## src/rtl/cfgload_seq.sv

```systemverilog
module cfgload_seq #(
  parameter int TIMEOUT_CYC = 50_000_000,
  parameter int POLL_CYC    = 64,
  parameter int FLUSH_N     = 244,
  parameter int LEN_W       = 24
) (
  input  logic             clk,
  input  logic             rst_n,
  input  logic             start,
  input  logic [LEN_W-1:0] img_dwords,
  output logic             cfg_req,
  output logic             cfg_we,
  output logic [7:0]       cfg_addr,
  output logic [31:0]      cfg_wdata,
  input  logic             cfg_ack,
  input  logic [31:0]      cfg_rdata,
  output logic             mem_valid,
  output logic [31:0]      mem_data,
  input  logic             mem_ready,
  input  logic             img_valid,
  input  logic [31:0]      img_data,
  output logic             img_ready,
  output logic [2:0]       phase,
  output logic             done,
  output logic             error,
  output logic [2:0]       fail_phase
);

  localparam int GMAX = (FLUSH_N > POLL_CYC) ? FLUSH_N : POLL_CYC;
  localparam int GW   = $clog2(GMAX + 1);
  localparam int TW   = $clog2(TIMEOUT_CYC + 1);
  localparam logic [7:0] A_STAT = 8'h1C;
  localparam logic [7:0] A_MODE = 8'h20;
  localparam logic [7:0] A_PROG = 8'h2C;
  localparam logic [7:0] A_IERR = 8'h34;
  localparam logic [31:0] NCLK_MASK = 32'h0000_FF00;

  typedef enum logic [4:0] {
    S_IDLE, S_CHK_EN, S_CHK_MODE,
    U_HIP, U_MODE, U_NCLK1, U_FLUSH1, U_CFG, U_RDY, U_NCLK2, U_FLUSH2, U_XFER,
    U_AB_MODE, U_AB_HIP,
    P_NCLK, P_DATA, P_ERR,
    T_XFER, T_CFG, T_NCLK, T_FLUSH, T_RDY, T_LATCH, T_LCLR, T_MODE, T_HIP,
    T_PLD, T_USER,
    S_DONE, S_FAIL
  } step_t;

  typedef enum logic [2:0] {O_NONE, O_RMW, O_READ, O_POLL, O_FLUSH, O_DATA} op_t;
  typedef enum logic [1:0] {X_RD, X_WR, X_GAP, X_MEM} sub_t;

  step_t            step, nxt;
  sub_t             sub;
  op_t              op;
  logic [7:0]       d_addr;
  logic [31:0]      d_clr, d_set;
  logic [4:0]       d_bit;
  logic             d_exp;
  logic [GW-1:0]    gcnt;
  logic [TW-1:0]    tmo;
  logic [LEN_W-1:0] left;
  logic [31:0]      wbuf;
  logic             recov, bad, lat;
  logic [2:0]       fail_r;
  logic             rbit, hit, ok, tmo_hit, rd_done, fin;
  logic             end_td, td_fail, fail_now;

  function automatic logic is_mem(step_t s);
    return s inside {U_FLUSH1, U_FLUSH2, T_FLUSH, P_DATA};
  endfunction

  always_comb begin
    op = O_NONE; d_addr = A_STAT; d_clr = '0; d_set = '0; d_bit = 5'd0; d_exp = 1'b0;
    case (step)
      S_CHK_EN:   begin op = O_READ; d_bit = 5'd20; end
      S_CHK_MODE: begin op = O_READ; d_addr = A_MODE; d_bit = 5'd0; end
      U_HIP:      begin op = O_RMW; d_addr = A_MODE; d_set = 32'h2; end
      U_MODE:     begin op = O_RMW; d_addr = A_MODE; d_set = 32'h1; end
      U_NCLK1, U_NCLK2, T_NCLK:
                  begin op = O_RMW; d_addr = A_MODE; d_clr = NCLK_MASK; d_set = 32'h0100; end
      P_NCLK:     begin op = O_RMW; d_addr = A_MODE; d_clr = NCLK_MASK; d_set = 32'h0800; end
      U_FLUSH1, U_FLUSH2, T_FLUSH: op = O_FLUSH;
      U_CFG:      begin op = O_RMW; d_addr = A_PROG; d_set = 32'h1; end
      U_RDY:      begin op = O_POLL; d_bit = 5'd18; d_exp = 1'b1; end
      U_XFER:     begin op = O_RMW; d_addr = A_PROG; d_set = 32'h2; end
      U_AB_MODE, T_MODE: begin op = O_RMW; d_addr = A_MODE; d_clr = 32'h1; end
      U_AB_HIP, T_HIP:   begin op = O_RMW; d_addr = A_MODE; d_clr = 32'h2; end
      P_DATA:     op = O_DATA;
      P_ERR:      begin op = O_READ; d_bit = 5'd19; end
      T_XFER:     begin op = O_RMW; d_addr = A_PROG; d_clr = 32'h2; end
      T_CFG:      begin op = O_RMW; d_addr = A_PROG; d_clr = 32'h1; end
      T_RDY:      begin op = O_POLL; d_bit = 5'd18; d_exp = 1'b0; end
      T_LATCH:    begin op = O_READ; d_addr = A_IERR; d_bit = 5'd5; end
      T_LCLR:     begin op = O_RMW; d_addr = A_IERR; d_set = 32'h20; end
      T_PLD:      begin op = O_POLL; d_bit = 5'd24; d_exp = 1'b1; end
      T_USER:     begin op = O_POLL; d_bit = 5'd21; d_exp = 1'b1; end
      default: ;
    endcase
  end

  assign rbit    = cfg_rdata[d_bit];
  assign hit     = rbit == d_exp;
  assign ok      = (op != O_POLL) || hit;
  assign tmo_hit = tmo >= TW'(TIMEOUT_CYC);
  assign rd_done = (sub == X_RD) && cfg_ack;

  always_comb begin
    case (op)
      O_RMW:   fin = (sub == X_WR) && cfg_ack;
      O_READ:  fin = rd_done;
      O_POLL:  fin = rd_done && (hit || tmo_hit);
      O_FLUSH: fin = (sub == X_MEM) && mem_ready && (gcnt == GW'(FLUSH_N - 1));
      O_DATA:  fin = (sub == X_MEM) && img_valid && mem_ready && (left == LEN_W'(1));
      default: fin = 1'b0;
    endcase
  end

  always_comb begin
    nxt = step; end_td = 1'b0; td_fail = 1'b0; fail_now = 1'b0;
    case (step)
      S_CHK_EN:   begin nxt = rbit ? S_CHK_MODE : S_FAIL; fail_now = !rbit; end
      S_CHK_MODE: nxt = rbit ? T_XFER : U_HIP;
      U_HIP:      nxt = U_MODE;
      U_MODE:     nxt = U_NCLK1;
      U_NCLK1:    nxt = U_FLUSH1;
      U_FLUSH1:   nxt = U_CFG;
      U_CFG:      nxt = U_RDY;
      U_RDY:      begin nxt = ok ? U_NCLK2 : U_AB_MODE; fail_now = !ok; end
      U_NCLK2:    nxt = U_FLUSH2;
      U_FLUSH2:   nxt = U_XFER;
      U_XFER:     nxt = P_NCLK;
      U_AB_MODE:  nxt = U_AB_HIP;
      U_AB_HIP:   nxt = S_FAIL;
      P_NCLK:     nxt = (left == '0) ? P_ERR : P_DATA;
      P_DATA:     nxt = P_ERR;
      P_ERR:      begin nxt = T_XFER; fail_now = rbit; end
      T_XFER:     nxt = T_CFG;
      T_CFG:      nxt = T_NCLK;
      T_NCLK:     nxt = T_FLUSH;
      T_FLUSH:    nxt = T_RDY;
      T_RDY:      if (ok) nxt = T_LATCH; else begin end_td = 1'b1; td_fail = 1'b1; end
      T_LATCH:    nxt = rbit ? T_LCLR : T_MODE;
      T_LCLR:     nxt = T_MODE;
      T_MODE:     nxt = T_HIP;
      T_HIP:      if (lat) end_td = 1'b1; else nxt = T_PLD;
      T_PLD:      if (ok) nxt = T_USER; else begin end_td = 1'b1; td_fail = 1'b1; end
      T_USER:     begin end_td = 1'b1; td_fail = !ok; end
      default: ;
    endcase
    if (end_td) begin
      if (recov) nxt = U_HIP;
      else if (bad || td_fail) begin nxt = S_FAIL; fail_now = td_fail; end
      else nxt = S_DONE;
    end
  end

  always_ff @(posedge clk) begin
    if (!rst_n) begin
      step <= S_IDLE; sub <= X_RD; gcnt <= '0; tmo <= '0; left <= '0;
      wbuf <= '0; recov <= 1'b0; bad <= 1'b0; lat <= 1'b0; fail_r <= 3'd0;
    end else if (step == S_IDLE || step == S_DONE || step == S_FAIL) begin
      if (start) begin
        step <= S_CHK_EN; sub <= X_RD; left <= img_dwords; gcnt <= '0; tmo <= '0;
        recov <= 1'b0; bad <= 1'b0; lat <= 1'b0; fail_r <= 3'd0;
      end
    end else if (fin) begin
      step <= nxt;
      sub  <= is_mem(nxt) ? X_MEM : X_RD;
      gcnt <= '0;
      tmo  <= '0;
      if (step == S_CHK_MODE) recov <= rbit;
      if (end_td && recov) recov <= 1'b0;
      if (step == T_LATCH) lat <= rbit;
      if (fail_now && !bad) begin bad <= 1'b1; fail_r <= phase; end
    end else begin
      if (!tmo_hit) tmo <= tmo + TW'(1);
      case (sub)
        X_RD: if (cfg_ack) begin
          if (op == O_RMW) begin
            wbuf <= (cfg_rdata & ~d_clr) | d_set;
            sub  <= X_WR;
          end else if (op == O_POLL) begin
            sub  <= X_GAP;
            gcnt <= '0;
          end
        end
        X_GAP: if (gcnt == GW'(POLL_CYC - 1)) begin
          sub <= X_RD; gcnt <= '0;
        end else gcnt <= gcnt + GW'(1);
        X_MEM: begin
          if (op == O_FLUSH && mem_ready) gcnt <= gcnt + GW'(1);
          if (op == O_DATA && img_valid && mem_ready) left <= left - LEN_W'(1);
        end
        default: ;
      endcase
    end
  end

  always_comb begin
    case (step)
      S_IDLE: phase = 3'd0;
      S_CHK_EN, S_CHK_MODE: phase = 3'd1;
      U_HIP, U_MODE, U_NCLK1, U_FLUSH1, U_CFG, U_RDY, U_NCLK2, U_FLUSH2, U_XFER,
      U_AB_MODE, U_AB_HIP: phase = 3'd3;
      P_NCLK, P_DATA, P_ERR: phase = 3'd4;
      S_DONE: phase = 3'd6;
      S_FAIL: phase = 3'd7;
      default: phase = recov ? 3'd2 : 3'd5;
    endcase
  end

  assign cfg_req    = (op == O_RMW || op == O_READ || op == O_POLL) && (sub == X_RD || sub == X_WR);
  assign cfg_we     = (op == O_RMW) && (sub == X_WR);
  assign cfg_addr   = d_addr;
  assign cfg_wdata  = wbuf;
  assign mem_valid  = (sub == X_MEM) && ((op == O_FLUSH) || (op == O_DATA && img_valid));
  assign mem_data   = (op == O_DATA) ? img_data : 32'hFFFF_FFFF;
  assign img_ready  = (sub == X_MEM) && (op == O_DATA) && mem_ready;
  assign done       = step == S_DONE;
  assign error      = step == S_FAIL;
  assign fail_phase = fail_r;

endmodule


```

## config.mk

```make
export PLATFORM = sky130hd
export DESIGN_NAME = cfgload_seq
export DESIGN_NICKNAME = d
export VERILOG_FILES = /design/src/rtl/cfgload_seq.sv
export SDC_FILE = /design/constraint.sdc
export NUM_CORES = 1
export LEC_CHECK = 0
export BUFFER_PORTS_ARGS = -buffer_cell sky130_fd_sc_hd__buf_2
export CAP_MARGIN = 20
export CORE_ASPECT_RATIO = 0.6
export CORE_UTILIZATION = 40
export DETAILED_ROUTE_END_ITERATION = 8
export SETUP_SLACK_MARGIN = 0.3
export SLEW_MARGIN = 5
export SYNTH_ARGS = -nofsm -noshare
export SYNTH_HDL_FRONTEND = slang
export SYNTH_SLANG_ARGS = --single-unit
```

## constraint.sdc

```tcl
create_clock -name clk -period 3.2 [get_ports clk]
set_input_delay 0.48 -clock clk [delete_from_list [all_inputs] [get_ports clk]]
set_output_delay 0.48 -clock clk [all_outputs]
set_load 0.01 [all_outputs]
```

Yosys cells after proc, flatten, opt, wreduce, memory -nomap -nowiden. Index checks and enable logic that the tools add are counted.

Bits in registers: 103. Input port bits: 94.

Equal/unequal tests: 55. Reduce and logical (&&, ||, !) cells: 70. Add/sub/neg operators: 3. Bitwise logic cells: 5. Order comparisons: 2. Multiplexer cells: 77.

Operators by type and width (number): case mux 5 bit (26 select lines) (1); 2-to-1 mux 24 bit (5); 2-to-1 mux 26 bit (4); equality test 5 bit, second input constant (15); 2-to-1 mux 8 bit (8); case mux 12 bit (5 select lines) (1); 2-to-1 mux 5 bit (11); equality test 5 x 4 -> 1 bit, second input constant (10); case mux 16 bit (3 select lines) (1); AND 32 bit (1); 2-to-1 mux 32 bit (1); inverter 32 bit (1); OR 32 bit (1); case mux 5 bit (6 select lines) (1); adder 26 x 1 -> 26 bit, second input constant (1); greater-or-equal comparator 26 bit, second input constant (1); equality test 5 x 3 -> 1 bit, second input constant (5); equality test 24 x 1 -> 1 bit, second input constant (1); logical NOT 24 bit (1); case mux 8 bit (3 select lines) (1); subtractor 24 x 1 -> 24 bit, second input constant (1); OR reduction 11 bit (2); 2-to-1 mux 1 bit (19); logical AND 1 bit (18); other kinds (49) (101).

Longest topological paths before layout.
Depth after elaboration: 18. Depth in mapped cells: 15.

Worst setup path after synthesis. No wires, ideal clock.

Kind: flip-flop to flip-flop. Start: reg step[2]. End: reg wbuf[10], in the netlist cfg_wdata[10]. Buffers on the path: 2. Data arrival time: 2.884 ns. Stages on the path, launching flop included: 14. Slack: 0.199 ns. Setup time: 0.117 ns. Path through: dfxtp_1 buf_6 and4bb_1 o31ai_4 mux2i_1 nor2_1 o31a_2 and3_1 buf_6 o311ai_1 a21oi_1 nor4b_2 a21oi_2 a22o_1.

Word-level cells in the longest chain between the ends: 11. Elaborated cells between the ends (all ways): 62. Classes of those cells: 35 x eq/ne; 7 x mux; 5 x bitwise; 15 x reduce/logical.

RTL lines: start, declared (line 51) `step_t step, nxt;`; start signal, assigned (line 166) `step <= nxt;`; equality test 5 x 4 -> 1 bit / equality test 5 bit (equally long branches) (line 73) `case (step)`; OR reduction 2 bit (no line); case mux 5 bit (6 select lines) (line 73); binary-select mux 1 bit (select 5 bit) (line 100) `assign rbit = cfg_rdata[d_bit];`; 2-to-1 mux 1 bit (not written as such) (line 100); equality test 1 bit (line 101) `assign hit = rbit == d_exp;`; logical OR 1 bit (line 110) `O_POLL: fin = rd_done && (hit || tmo_hit);`; logical AND 1 bit (line 110); case mux 1 bit (5 select lines) (line 107) `case (op)`; inverter 1 bit (no line); AND reduction 5 bit (no line); end signal, assigned (line 179) `wbuf <= (cfg_rdata & ~d_clr) | d_set;`; end, declared (line 61) `logic [31:0] wbuf;`.

Parallel ways exist; a longest one is shown, timed or not. The select of a mux whose other input is x is not followed. A chain may end at the register's enable or synchronous reset.

Worst setup path in the final report.
Start: reg step[2]. End: reg tmo[18].

Word-level cells in the longest chain between the ends: 11. Elaborated cells between the ends (all ways): 57. Classes of those cells: 37 x eq/ne; 8 x mux; 12 x reduce/logical.

RTL lines: equality test 5 x 4 -> 1 bit / equality test 5 bit (equally long branches) (line 73); OR reduction 2 bit (no line); case mux 5 bit (6 select lines) (line 73); binary-select mux 1 bit (select 5 bit) (line 100); 2-to-1 mux 1 bit (not written as such) (line 100); equality test 1 bit (line 101); logical OR 1 bit (line 110); logical AND 1 bit (line 110); case mux 1 bit (5 select lines) (line 107); != test 3 x 1 -> 1 bit (no line) / 2-to-1 mux 26 bit (equally long branches); AND reduction 2 bit (no line) / 2-to-1 mux 26 bit (equally long branches); end signal, assigned (line 175) `if (!tmo_hit) tmo <= tmo + TW'(1);`; end, declared (line 59) `logic [TW-1:0] tmo;`.

Parallel ways exist; a longest one is shown, timed or not. The select of a mux whose other input is x is not followed.

==> impl_metrics.toml <==
[power_and_ir_drop]
power_density_mw_per_mm2 = 764
max-vdd-ir-drop_v = 0.000332
power_mw = 7.74
power.leakage_nw = 4.14

[critical_path]
path_max_fanout = 8
r2r_setup_slack_ps = -60
crit_type = "reg2reg"
end_kind = "register"
crit-reg2reg-launch = "step[2]"
rr_worst_depth = 16
cp-start-kind = "register"
cp.required_ps = 3490
critPathArrivalTime_ps = 3550
regToRegEndpoint = "tmo[18]"

[global_routing]
groute.usage.overall_pct = 29.5
overflow = 0
grt_pass1_vias = 7429
grt_first_pass_wirelength_um = 41800
antenna_found_initial = 0
grt_max_degree = 62

[min_path]
hold_path_end = "cfg_wdata[10]"
min-delay-path-class = "in2reg"
hp-start = "cfg_rdata[10]"
hold-path-cell-count = 2

[synth]
syn_area_per_cell_sq_um = 7.20
yosysSeqAreaShare_pct = 29.5
synth_seq_cells = 103
synthArstFlopShare_pct = 0
synth_area_sq_mm = 0.00700
synth.distinct_cells = 83
synth_warnings = 0
ys.flop_type = "dfxtp_1"
synth-edff-count = 0
synthCells = 972

[timing]
min_period_ps = 3260
hold_ws_ps = 339
worst_pin_slew_ps = 746
finalSetupViolations = 9
rsz0062_at_grt = "yes"
relSlewSlack_pct = 50.3
fmax_mhz = 307
clock_skew_ps = 13.3
slew_violations = 0
finalHoldViolations = 0
timing.final.crit_share_pct = 102
fin_ws_ps = -57.4

[clock_network]
htreeDepth = 3
cts_buffer_depth = 2
cts_root_buffer = "clkbuf_16"
clock_latency_ps = 360
cts_sinks = 103
numCtsBuffers = 9
clk_pin_slew_worst_paths_ps = 80
ctsHoldBuffers = 0
cts_tree = "done"

[finish]
fill_cells = 1608
num_antenna_cells = 0
nets = 1353
syn_to_final_growth_pct = 44.8
drive_gt1_share_pct = 37.3
fin_cells = 1493
multi_input_area_sq_mm = 0.00505
seqCellArea_sq_mm = 0.00207

[die]
fp.dieH_um = 104
core_region_area_sq_mm = 0.0171
dieArea_sq_mm = 0.0180
initial_core_util_pct = 40.8
rows = 37
pin_count = 178
dieWidth_um = 173

[status]
violations = "setup timing"
status = "finished with violations"

[place]
hpwl_um = 19800
gp_congestion = 0.985
io_buffer_count = 173
post-place-cells = 1442

[drt]
viasPerCell = 5.67
ant_nets = 0
drc = 0
wl_per_cell_um = 18.6
drt_iter0_drc = 1067
wirelength_um = 27800
num_vias = 8467
first_pass_iters = 5

[flow_run]
max_cap_viol_count = 0
-- layout make-up --
class	count	share of cell area, %
multi-input combinational	777	49.9
timing repair buffer	339	23.2
sequential	103	20.4
tap	234	2.89
clock buffer	11	2.30
inverter	24	0.939
clock inverter	5	0.420
-- how the worst max path moves through the flow --
stage,from,end,cells past startpoint
after floorplan,step[0],cfg_wdata[10],13
after global routing,step[2],tmo[23],13
final,step[2],tmo[18],16
after global placement,step[4],sub[0],12
after CTS,step[2],cfg_wdata[13],15
after detailed placement,step[2],cfg_wdata[13],15
-- cell families (layout without fill, tap and decap cells) --
kind of cell             after synthesis  in the layout  synth area share (%)
other                                  1              4                0.0536
AO/OA/AOI/OAI                        289            290                  27.3
buffers and inverters                 96            379                  6.24
adder cells (fa/ha/maj)                5              5                 0.894
multiplexers                           6              6                 0.859
AND/OR/NAND/NOR                      454            454                  32.8
flip-flops                           103            103                  29.5
XOR/XNOR                              18             18                  2.36
-- placed cells by master (no fill, tap or decap), drive strengths merged, types with 18 or more instances in the layout --
master,instances
a21boi,20
a21oi,90
and3,18
buf,338
dfxtp,103
inv,25
nand2,117
nand2b,46
nand3,39
nor2,106
nor3,26
o21ai,53
or2,19
-- metrics by stage --
stage               setup slack [ps]  cell area (sq um)  TNS, ps  util [%]
global route                    -170              10100    -4000      59.2
floorplan                        255               7030        0         -
global placement                -145               8970    -1260      52.4
CTS                             49.8               9720        0      56.7
detailed placement              -102               8970     -963      52.4
finish                         -57.4              10100     -160      59.2
-- power by group --
part           switching (mW)  leakage, nW  internal [mW]
logic                    2.88         3.16           2.12
clock network           0.544        0.136          0.540
registers               0.191        0.837           1.46
-- layer usage --
layer / track usage [%] / routed length [um] / up-vias
met5: 0 / 0 / -
met1: 45.5 / 13400 / 3963
met4: 5.44 / 228 / 0
met3: 8.63 / 3180 / 17
li1: - / - / 4046
met2: 39.3 / 10900 / 441
-- flip-flops by register name, indices dropped and copies added (netlist names) --
| signal | cells |
|---|---|
| bad | 1 |
| cfg_wdata | 32 |
| fail_phase | 3 |
| gcnt | 8 |
| lat | 1 |
| left | 24 |
| recov | 1 |
| step | 5 |
| sub | 2 |
| tmo | 26 |
-- worst max-delay path: stages (launching register included) --
cell and delay [ps]:
dfxtp_4 400, buf_12 120, buf_12 100, buf_4 150, nand3b_1 110, buf_4 160, o32a_1 200, o21a_1 210
o221ai_2 250, and4_4 280, a311oi_4 50, a21oi_4 230, buf_4 150, buf_6 110, nand3_4 80, or4_1 530
nand2_1 70
-- what timing repair did --
item | 4_1_cts | 5_1_grt
pin swaps | 29 | 15
cloned | 3 | 1
gates resized for setup | 74 | 56
setup endpoints to repair | 78 | 81
buffers inserted | 13 | 18
-- synth_stat cells (6+ instances only) --
library cell	n	area share, %
and3_1	18	1.6
inv_1	21	1.1
dfxtp_1	103	29
buf_4	7	0.75
clkbuf_1	44	2.4
buf_1	6	0.32
and2_1	12	1.1
a22oi_1	9	0.97
a21boi_0	19	2.0
a211oi_1	8	0.86
or2_2	19	1.7
a31oi_1	16	1.4
a22o_1	7	0.88
a21o_1	6	0.64
o21ai_0	47	3.4
nand4_1	10	0.89
mux2i_1	6	0.86
nand3_1	39	2.8
nor4_1	15	1.3
o211ai_1	11	1.2
o21ai_1	6	0.43
nor3_1	25	1.8
o22ai_1	12	1.1
nor2b_1	11	0.98
o31ai_1	8	0.86
o21a_1	7	0.75
nand2_1	117	6.3
nor2_1	104	5.6
xnor2_1	15	1.9
a21oi_1	88	6.3
or4_1	6	0.64
nand2b_1	46	4.1
buf_2	10	0.72
or3_1	9	0.80
(Power assumes the default switching activity.)
